**src/rtl/mdc_pkg.sv**
```systemverilog
package mdc_pkg;
    localparam int PS_SEL_W = 2;
    localparam int PS_CNT_W = 4;

    // last prescaler count before a step is issued, per select code
    function automatic logic [PS_CNT_W-1:0] ps_last(input logic [PS_SEL_W-1:0] sel);
        logic [PS_CNT_W-1:0] r;
        case (sel)
            2'd0:    r = PS_CNT_W'(0);
            2'd1:    r = PS_CNT_W'(3);
            2'd2:    r = PS_CNT_W'(7);
            default: r = PS_CNT_W'(15);
        endcase
        return r;
    endfunction
endpackage

```
**src/rtl/mdc_prescaler.sv**
```systemverilog
module mdc_prescaler
    import mdc_pkg::*;
(
    input  logic                clk,
    input  logic                rst_n,
    input  logic                tick_en,
    input  logic [PS_SEL_W-1:0] ps_sel,
    input  logic                clr,
    output logic                step
);
    typedef struct packed {
        logic [PS_CNT_W-1:0] ps;
    } ps_state_t;

    ps_state_t cur_q, nxt_d;
    logic      wrap;

    always_comb begin
        nxt_d = cur_q;
        wrap  = (cur_q.ps >= ps_last(ps_sel));
        step  = tick_en && wrap;
        if (clr) begin
            nxt_d.ps = '0;
        end else if (tick_en) begin
            nxt_d.ps = wrap ? '0 : cur_q.ps + PS_CNT_W'(1);
        end
    end

    always_ff @(posedge clk) begin
        if (!rst_n) cur_q <= '0;
        else        cur_q <= nxt_d;
    end
endmodule

```
**src/rtl/mdc_count_core.sv**
```systemverilog
module mdc_count_core #(
    parameter int W = 16
) (
    input  logic         clk,
    input  logic         rst_n,
    input  logic         step,
    input  logic         mod_mode,
    input  logic         force_load,
    input  logic         wr_en,
    input  logic [W-1:0] wr_data,
    output logic [W-1:0] cnt_q,
    output logic [W-1:0] load_q,
    output logic         hit_zero
);
    localparam logic [W-1:0] ONE = W'(1);

    typedef struct packed {
        logic [W-1:0] cnt;
        logic [W-1:0] load;
    } core_t;

    core_t cur_q, nxt_d;
    logic  zero_wr;

    always_comb begin
        nxt_d    = cur_q;
        hit_zero = 1'b0;
        zero_wr  = wr_en && (wr_data == '0);
        if (wr_en) nxt_d.load = wr_data;
        if (zero_wr) begin
            nxt_d.cnt = '0;
        end else if (wr_en && !mod_mode) begin
            nxt_d.cnt = wr_data;
        end else if (force_load) begin
            nxt_d.cnt = nxt_d.load;
        end else if (step) begin
            if (cur_q.cnt == '0) begin
                if (mod_mode) nxt_d.cnt = nxt_d.load;
            end else begin
                nxt_d.cnt = cur_q.cnt - ONE;
                hit_zero  = (cur_q.cnt == ONE);
            end
        end
    end

    always_ff @(posedge clk) begin
        if (!rst_n) cur_q <= '0;
        else        cur_q <= nxt_d;
    end

    assign cnt_q  = cur_q.cnt;
    assign load_q = cur_q.load;
endmodule

```
**src/rtl/mdc_flag.sv**
```systemverilog
module mdc_flag (
    input  logic clk,
    input  logic rst_n,
    input  logic set,
    input  logic clr,
    input  logic latch_req,
    output logic zero_flag,
    output logic latch_pulse
);
    typedef struct packed {
        logic flag;
        logic latch;
    } flag_t;

    flag_t cur_q, nxt_d;

    always_comb begin
        nxt_d       = cur_q;
        nxt_d.latch = latch_req;
        if (set)      nxt_d.flag = 1'b1;
        else if (clr) nxt_d.flag = 1'b0;
    end

    always_ff @(posedge clk) begin
        if (!rst_n) cur_q <= '0;
        else        cur_q <= nxt_d;
    end

    assign zero_flag   = cur_q.flag;
    assign latch_pulse = cur_q.latch;
endmodule

```
**src/rtl/mod_downcounter.sv**
```systemverilog
module mod_downcounter
    import mdc_pkg::*;
#(
    parameter int CNT_W = 16
) (
    input  logic                clk,
    input  logic                rst_n,
    input  logic                tick_en,
    input  logic [PS_SEL_W-1:0] ps_sel,
    input  logic                modulus_mode,
    input  logic                read_load,
    input  logic                force_load,
    input  logic                latch_en,
    input  logic                buf_en,
    input  logic                wr_en,
    input  logic [CNT_W-1:0]    wr_data,
    input  logic                zero_clr,
    output logic [CNT_W-1:0]    rd_data,
    output logic                zero_flag,
    output logic                latch_pulse
);
    logic             step_w;
    logic             ps_clr_w;
    logic             hit_w;
    logic             latch_req_w;
    logic [CNT_W-1:0] cnt_w;
    logic [CNT_W-1:0] load_w;

    assign ps_clr_w    = wr_en && !modulus_mode;
    assign latch_req_w = wr_en && (wr_data == '0) && latch_en && buf_en;

    mdc_prescaler u_ps (
        .clk     (clk),
        .rst_n   (rst_n),
        .tick_en (tick_en),
        .ps_sel  (ps_sel),
        .clr     (ps_clr_w),
        .step    (step_w)
    );

    mdc_count_core #(.W(CNT_W)) u_core (
        .clk        (clk),
        .rst_n      (rst_n),
        .step       (step_w),
        .mod_mode   (modulus_mode),
        .force_load (force_load),
        .wr_en      (wr_en),
        .wr_data    (wr_data),
        .cnt_q      (cnt_w),
        .load_q     (load_w),
        .hit_zero   (hit_w)
    );

    mdc_flag u_flag (
        .clk         (clk),
        .rst_n       (rst_n),
        .set         (hit_w),
        .clr         (zero_clr),
        .latch_req   (latch_req_w),
        .zero_flag   (zero_flag),
        .latch_pulse (latch_pulse)
    );

    assign rd_data = read_load ? load_w : cnt_w;
endmodule

```
**config.mk**
```make
export PLATFORM = sky130hd
export DESIGN_NAME = mod_downcounter
export DESIGN_NICKNAME = d
export VERILOG_FILES = /design/src/rtl/mdc_pkg.sv /design/src/rtl/mdc_prescaler.sv /design/src/rtl/mdc_count_core.sv /design/src/rtl/mdc_flag.sv /design/src/rtl/mod_downcounter.sv
export SDC_FILE = /design/constraint.sdc
export NUM_CORES = 1
export LEC_CHECK = 0
export BUFFER_PORTS_ARGS = -buffer_cell sky130_fd_sc_hd__buf_2
export CORE_ASPECT_RATIO = 0.5
export CORE_MARGIN = 3
export CORE_UTILIZATION = 37
export DETAILED_ROUTE_END_ITERATION = 6
export PLACE_DENSITY = 0.61
export SLEW_MARGIN = 20
export SYNTH_ARGS = -nofsm -noshare
export SYNTH_HDL_FRONTEND = slang
export SYNTH_SLANG_ARGS = --single-unit
export TNS_END_PERCENT = 20
```
**constraint.sdc**
```tcl
create_clock -name clk -period 3.3 [get_ports clk]
set_input_delay 0.495 -clock clk [delete_from_list [all_inputs] [get_ports clk]]
set_output_delay 0.495 -clock clk [all_outputs]
set_load 0.01 [all_outputs]
```
==> results of run 1 <==
-- layout make-up --
cell class                 count  area (um^2)
clock buffer                   6          139
tap                           88          110
clock inverter                 2         60.1
timing repair buffer          52          278
inverter                       6         22.5
sequential                    38          761
multi-input combinational    221         1590
fill                         612         3240
-- worst paths after layout --
| kind | startpoint | endpoint | slack, ps | cells after the start |
|---|---|---|---|---|
| setup / recovery | u_core.cnt_q[4]$_SDFFE_PP0P_ | u_core.cnt_q[11]$_SDFFE_PP0P_ | 620 | 6 |
| hold / removal | latch_en | u_flag.latch_pulse$_SDFF_PN0_ | 470 | 2 |
| setup reg to reg | u_core.cnt_q[4]$_SDFFE_PP0P_ | u_core.cnt_q[11]$_SDFFE_PP0P_ | 620 | 6 |
| hold reg to reg | u_core.cnt_q[11]$_SDFFE_PP0P_ | u_core.cnt_q[11]$_SDFFE_PP0P_ | 510 | 2 |
-- state kept, by name, indices dropped and copies added, names as in the netlist --
name / flops
u_core.load_q: 16
u_flag.zero_flag: 1
u_ps.cur_q: 4
u_flag.latch_pulse: 1
u_core.cnt_q: 16
-- power by group through the flow --
stage / registers, mW / clock network (mW) / logic (mW)
finish: 0.540 / 0.645 / 0.353
global route: 0.545 / 0.672 / 0.386
CTS: 0.539 / 0.654 / 0.349
detailed placement: 0.549 / 0 / 0.347
global placement: 0.546 / 0 / 0.343
floorplan: 0.531 / 0 / 0.249
-- critical path: stages (launching register included) --
cell,delay (ps)
dfxtp_1,380
or4_4,610
or3_4,360
or4_1,460
and3_1,170
or4_1,470
a21oi_1,160
-- kinds of logic (layout without fill, tap and decap cells) --
family                     after synthesis  count (layout)  synth area share
adders and majority gates                8               8            0.0411
DFF                                     38              38             0.312
muxes                                   36              36             0.156
xor gates and xnor gates                10              10            0.0360
AOI/OAI and AO/OA                       68              68             0.192
and+or+nand+nor                         99              99             0.230
buffers and inverters                   22              66            0.0339
-- metrics by stage --
stage / util / power [mW] / cell area [um^2] / setup WS (ps) / hold WS, ps
2_1_floorplan: - / 0.781 / 2440 / 792 / 471
3_3_place_gp: 0.445 / 0.889 / 2760 / 683 / 490
3_5_place_dp: 0.445 / 0.895 / 2760 / 653 / 503
4_1_cts: 0.477 / 1.54 / 2960 / 628 / 468
5_1_grt: 0.477 / 1.60 / 2960 / 465 / 493
6_report: 0.477 / 1.54 / 2960 / 616 / 470
-- placed cells by master, fill, tap and decap left out, types with 3 or more instances in the layout --
cell type	netlist	routed
inv_1	6	6
mux2i_1	21	21
nand4_1	4	4
nor2_1	17	17
a21oi_1	13	13
o31ai_1	3	3
o32ai_1	3	3
xor2_1	6	6
dfxtp_1	38	38
nor3b_1	3	3
a22oi_1	4	4
o21a_1	6	6
nor4_1	8	8
xnor2_1	4	4
a31oi_1	3	3
buf_2	0	45
o211ai_1	6	6
clkbuf_16	0	5
ha_1	8	8
mux2_2	15	15
o32a_1	4	4
nand2b_1	3	3
buf_4	0	7
nand3_1	7	7
nor3_1	5	5
nand2_1	16	16
or4_1	4	4
nor2b_1	20	20
o21ai_0	13	13
-- metal layers --
layer,vias up,GRT usage
met2,105,0.273
li1,1139,-
met5,-,0
met4,0,0.0508
met3,10,0.0475
met1,1131,0.260
==> run metrics, run 1 <==
Area Growth Syn to Fin 21.6%; DR pass1 iterations 6; post-CTS sizing 0; Fin Setup TNS 0 ps; Post-DP HPWL 5.12 mm; antenna viol nets, final 0; Synth area leader dfxtp_1; CTS Hold Buffers Added 0; Port Buffers 45; Vias/cell 5.77; top cells by count, synth 38 x dfxtp_1, 21 x mux2i_1, 20 x nor2b_1, 17 x nor2_1, 16 x nand2_1; sequential area share after synthesis 0.312; top-count cell post-synth dfxtp_1; worst min path class in2reg; vias post-DR 2385; DP Cell Count 405; first-pass GRT wire length 11.2 mm; clock slew at reported path FFs 60 ps; CP endpoint kind register; Critical Path Source Type register; mapped cell area 2440 um^2; Critical Path AT 2890 ps; Clock Skew 3.76 ps; Fmax 373 MHz; Initial DRC Count 149; sequential power share 0.351; share of cells above drive strength 1 0.246; switch share 0.280; DR WL met3 619 um; Residual DRC 0; Worst EP required 3510 ps; Clock Latency Late Sink 280 ps; clock network fraction of total power 0.419; Top Ports 46; CP Class reg2reg; syn_nets 317; grt ovf 0; DR top layer met4; Mapped Cells 281; fin nets 360; min Tclk post-route 2680 ps; drt wl/cell 17.1 um; pin count of the biggest net entering global routing 35; Setup Viol. Count Final 0; Comb pwr share 0.230; Final Instance Count excl. Fillers 413; CTS root buffer clkbuf_16; antenna violations before repair 0; leakage 1.27 nW; distinct cell type count after synthesis 48; number of global-route vias before repair 2227; Switch Pwr 0.431 mW; Starting Density 0.393; cts bufs inserted 5; placer congestion estimate 0.881; Ys Warns 0; final slew viol count 0; max-cap violations 0; postcts setup bufs 0; EDFF count, synth 0; CTS tree built; All-Layer GR Usage 0.183; setup repair after global routing missed its margin no; Core Region 6210 um^2; Yosys reg bits 38; run status finished, final reports clean; antenna fix cells 0; syn_area_per_cell 8.67 um^2; DIE WIDTH 121 um; Die ar. 7650 um^2; sinks on the clock net 38; Peak VDD IR 0.261 mV; final hold violation count 0; Power Internal 1.11 mW; clk buf depth 2; WL met2 3.03 mm; Final period util 0.813; Detailed Route WL 7.08 mm; relative slew slack 0.391; Main synth FF type dfxtp_1; Tightest Pin Transition 906 ps; post-synth top area share 0.312; Row Count 20; wl on met1 3.35 mm; P per Cell Area 519 nW/um^2; async set or reset register ratio after synthesis 0; H-tree Lvls 2; main area contributors after synthesis dfxtp_1 31%, mux2i_1 8.6%, mux2_2 6.9%, nor2b_1 5.1%, ha_1 4.1%; die height 63.4 um; CP max FO 8
Note: power is estimated with default switching activity, not from simulation.
==> run 2, diff against run 1 <==
--- a/config.mk
+++ b/config.mk
@@ -10,7 +10,7 @@
 export CORE_MARGIN = 3
 export CORE_UTILIZATION = 37
 export DETAILED_ROUTE_END_ITERATION = 6
-export PLACE_DENSITY = 0.61
+export PLACE_DENSITY = 0.63
 export SLEW_MARGIN = 20
 export SYNTH_ARGS = -nofsm -noshare
 export SYNTH_HDL_FRONTEND = slang
==> constraint.sdc (replaced) <==
create_clock -name clk -period 2.2 [get_ports clk]
set_input_delay 0.33 -clock clk [delete_from_list [all_inputs] [get_ports clk]]
set_output_delay 0.33 -clock clk [all_outputs]
set_load 0.01 [all_outputs]
==> run metrics, run 2 (same netlist as run 1, synthesis figures left out) <==
Initial DRC Count 369 (+150%); fin nets 410 (+14%); failing checks setup timing; CTS root buffer clkbuf_16; H-tree Lvls 2 (unchanged); most frequent cells in the layout 53 x buf_4, 46 x buf_2, 36 x dfxtp_1; first-pass GRT wire length 12.3 mm (+9.9%); slowest stage delay, CP 550 ps (-60 ps); clock slew at reported path FFs 60 ps (about the same); cts bufs inserted 5 (unchanged); Starting Density 0.393 (unchanged); leakage 1.53 nW (+21%); Peak VDD IR 0.342 mV (+31%); most used cell, CP or4_4; relative slew slack 0.539 (+0.148); final hold violation count 0 (unchanged); CP max stage cell or4_4; WL met2 3.45 mm (+14%); Port Buffers 45 (unchanged); DR WL met3 664 um (+7.3%); CP Class reg2reg; DR pass1 iterations 5 (-1); number of global-route vias before repair 2398 (+7.7%); Critical Path AT 2680 ps (-210 ps); sinks on the clock net 38 (unchanged); Row Count 20 (unchanged); Top delay family on crit path simple AND/OR/NAND/NOR gates; Clock Latency Late Sink 280 ps (about the same); Fmax 406 MHz (+9.1%); CTS tree built; All-Layer GR Usage 0.202 (+0.0187); CP endpoint kind register; setup repair after global routing missed its margin yes; die height 63.4 um (unchanged); Setup Viol. Count Final 13 (+13); crit path buf inv count 0 (unchanged); max-cap violations 0 (unchanged); worst min path class in2reg; CTS Hold Buffers Added 0 (unchanged); placer congestion estimate 0.934 (+6.0%); drt wl/cell 17.3 um (+1.2%); min Tclk post-route 2460 ps (-223 ps); Area Growth Syn to Fin 39.5%; Top Ports 46 (unchanged); utilization after layout 0.548 (+0.0704); filler cell count 594 (-2.9%); antenna viol nets, final 0 (unchanged); Residual DRC 0 (unchanged); setup ws final -262 ps (-877 ps); Vias/cell 5.73 (-0.78%); Post-DP HPWL 5.79 mm (+13%); share of cells above drive strength 1 0.389 (+0.143); Final period util 1.12 (+0.305); Worst EP required 2420 ps (-1090 ps); final slew viol count 0 (unchanged); dpl ws -211 ps (-864 ps); Core Region 6210 um^2 (unchanged); leading cell type in the layout, fill and taps excluded buf_4; clk buf depth 2 (unchanged); antenna fix cells 0 (unchanged); P per Cell Area 693 nW/um^2 (+33%); vias post-DR 2653 (+11%); total chip power 2.35 mW (+53%); pin count of the biggest net entering global routing 23 (-34%); run status finished, violations left; grt ovf 0 (unchanged); antenna violations before repair 0 (unchanged); DIE WIDTH 121 um (unchanged); wl on met1 3.76 mm (+12%); DR top layer met4; CP max FO 2 (-6); Clock Skew 5.15 ps (+1.40 ps); Detailed Route WL 8.02 mm (+13%); Critical Path Source Type register; CP cell instances or4_4 > or3_4 > or4_1 > and3_1 > or4_4 > a21oi_2; Die ar. 7650 um^2 (unchanged); Tightest Pin Transition 689 ps (-217 ps)
[run 2: cell count changes in the layout (fill, tap and decap cells not counted), sizes merged]
cell and delta:
clkinv +2, bufinv -1, buf +50, clkbuf -1
[run 2: cell type report]
| cell class | instances | area [um^2] | area share |
|---|---|---|---|
| multi-input cells | 221 | 1680 | 0.493 |
| well taps | 88 | 110 | 0.0324 |
| clock buffers | 5 | 125 | 0.0368 |
| flip-flops and latches | 38 | 763 | 0.225 |
| inverters | 6 | 22.5 | 0.00662 |
| clock inverters | 3 | 40.0 | 0.0118 |
| repair buffers | 102 | 662 | 0.195 |
[run 2: timing repair]
item,4_1_cts,5_1_grt
endpoints found under the setup margin,16,16
pin swaps,1,4
resized for setup,8,16
setup buffers,3,1
gates cloned,0,1
[run 2: metal layers]
| metal | vias to the layer above | global-route usage |
|---|---|---|
| met5 | - | 0 |
| met1 | 1277 | 0.284 |
| met4 | 0 | 0.0537 |
| met3 | 17 | 0.0430 |
| li1 | 1236 | - |
| met2 | 123 | 0.313 |
[run 2: final timing paths]
path                                     start  slack (ps)  depth (start not counted)                            end
setup / recovery  u_core.cnt_q[7]$_SDFFE_PP0P_        -260                          6  u_core.cnt_q[11]$_SDFFE_PP0P_
hold / removal                        latch_en         300                          2  u_flag.latch_pulse$_SDFF_PN0_
setup reg to reg  u_core.cnt_q[7]$_SDFFE_PP0P_        -260                          6  u_core.cnt_q[11]$_SDFFE_PP0P_
hold reg to reg     u_ps.cur_q[3]$_SDFFE_PP0P_         530                          2     u_ps.cur_q[3]$_SDFFE_PP0P_
[run 2: per-stage QoR]
stage               area, um^2  std cells  hold slack (ps)  TNS [ps]
floorplan                 2450        281              467      -210
global placement          3110        450              508      -630
detailed placement        3110        450              517     -1760
CTS                       3330        461              303      -309
global route              3400        463              335     -2540
finish                    3400        463              303     -1300
[run 2: report_power, final]
part	leakage (nW)	internal (mW)	switching (mW)
Clock	0.0836	0.531	0.291
Sequential	0.314	0.741	0.0408
Combinational	1.13	0.369	0.383
Total	1.53	1.64	0.714
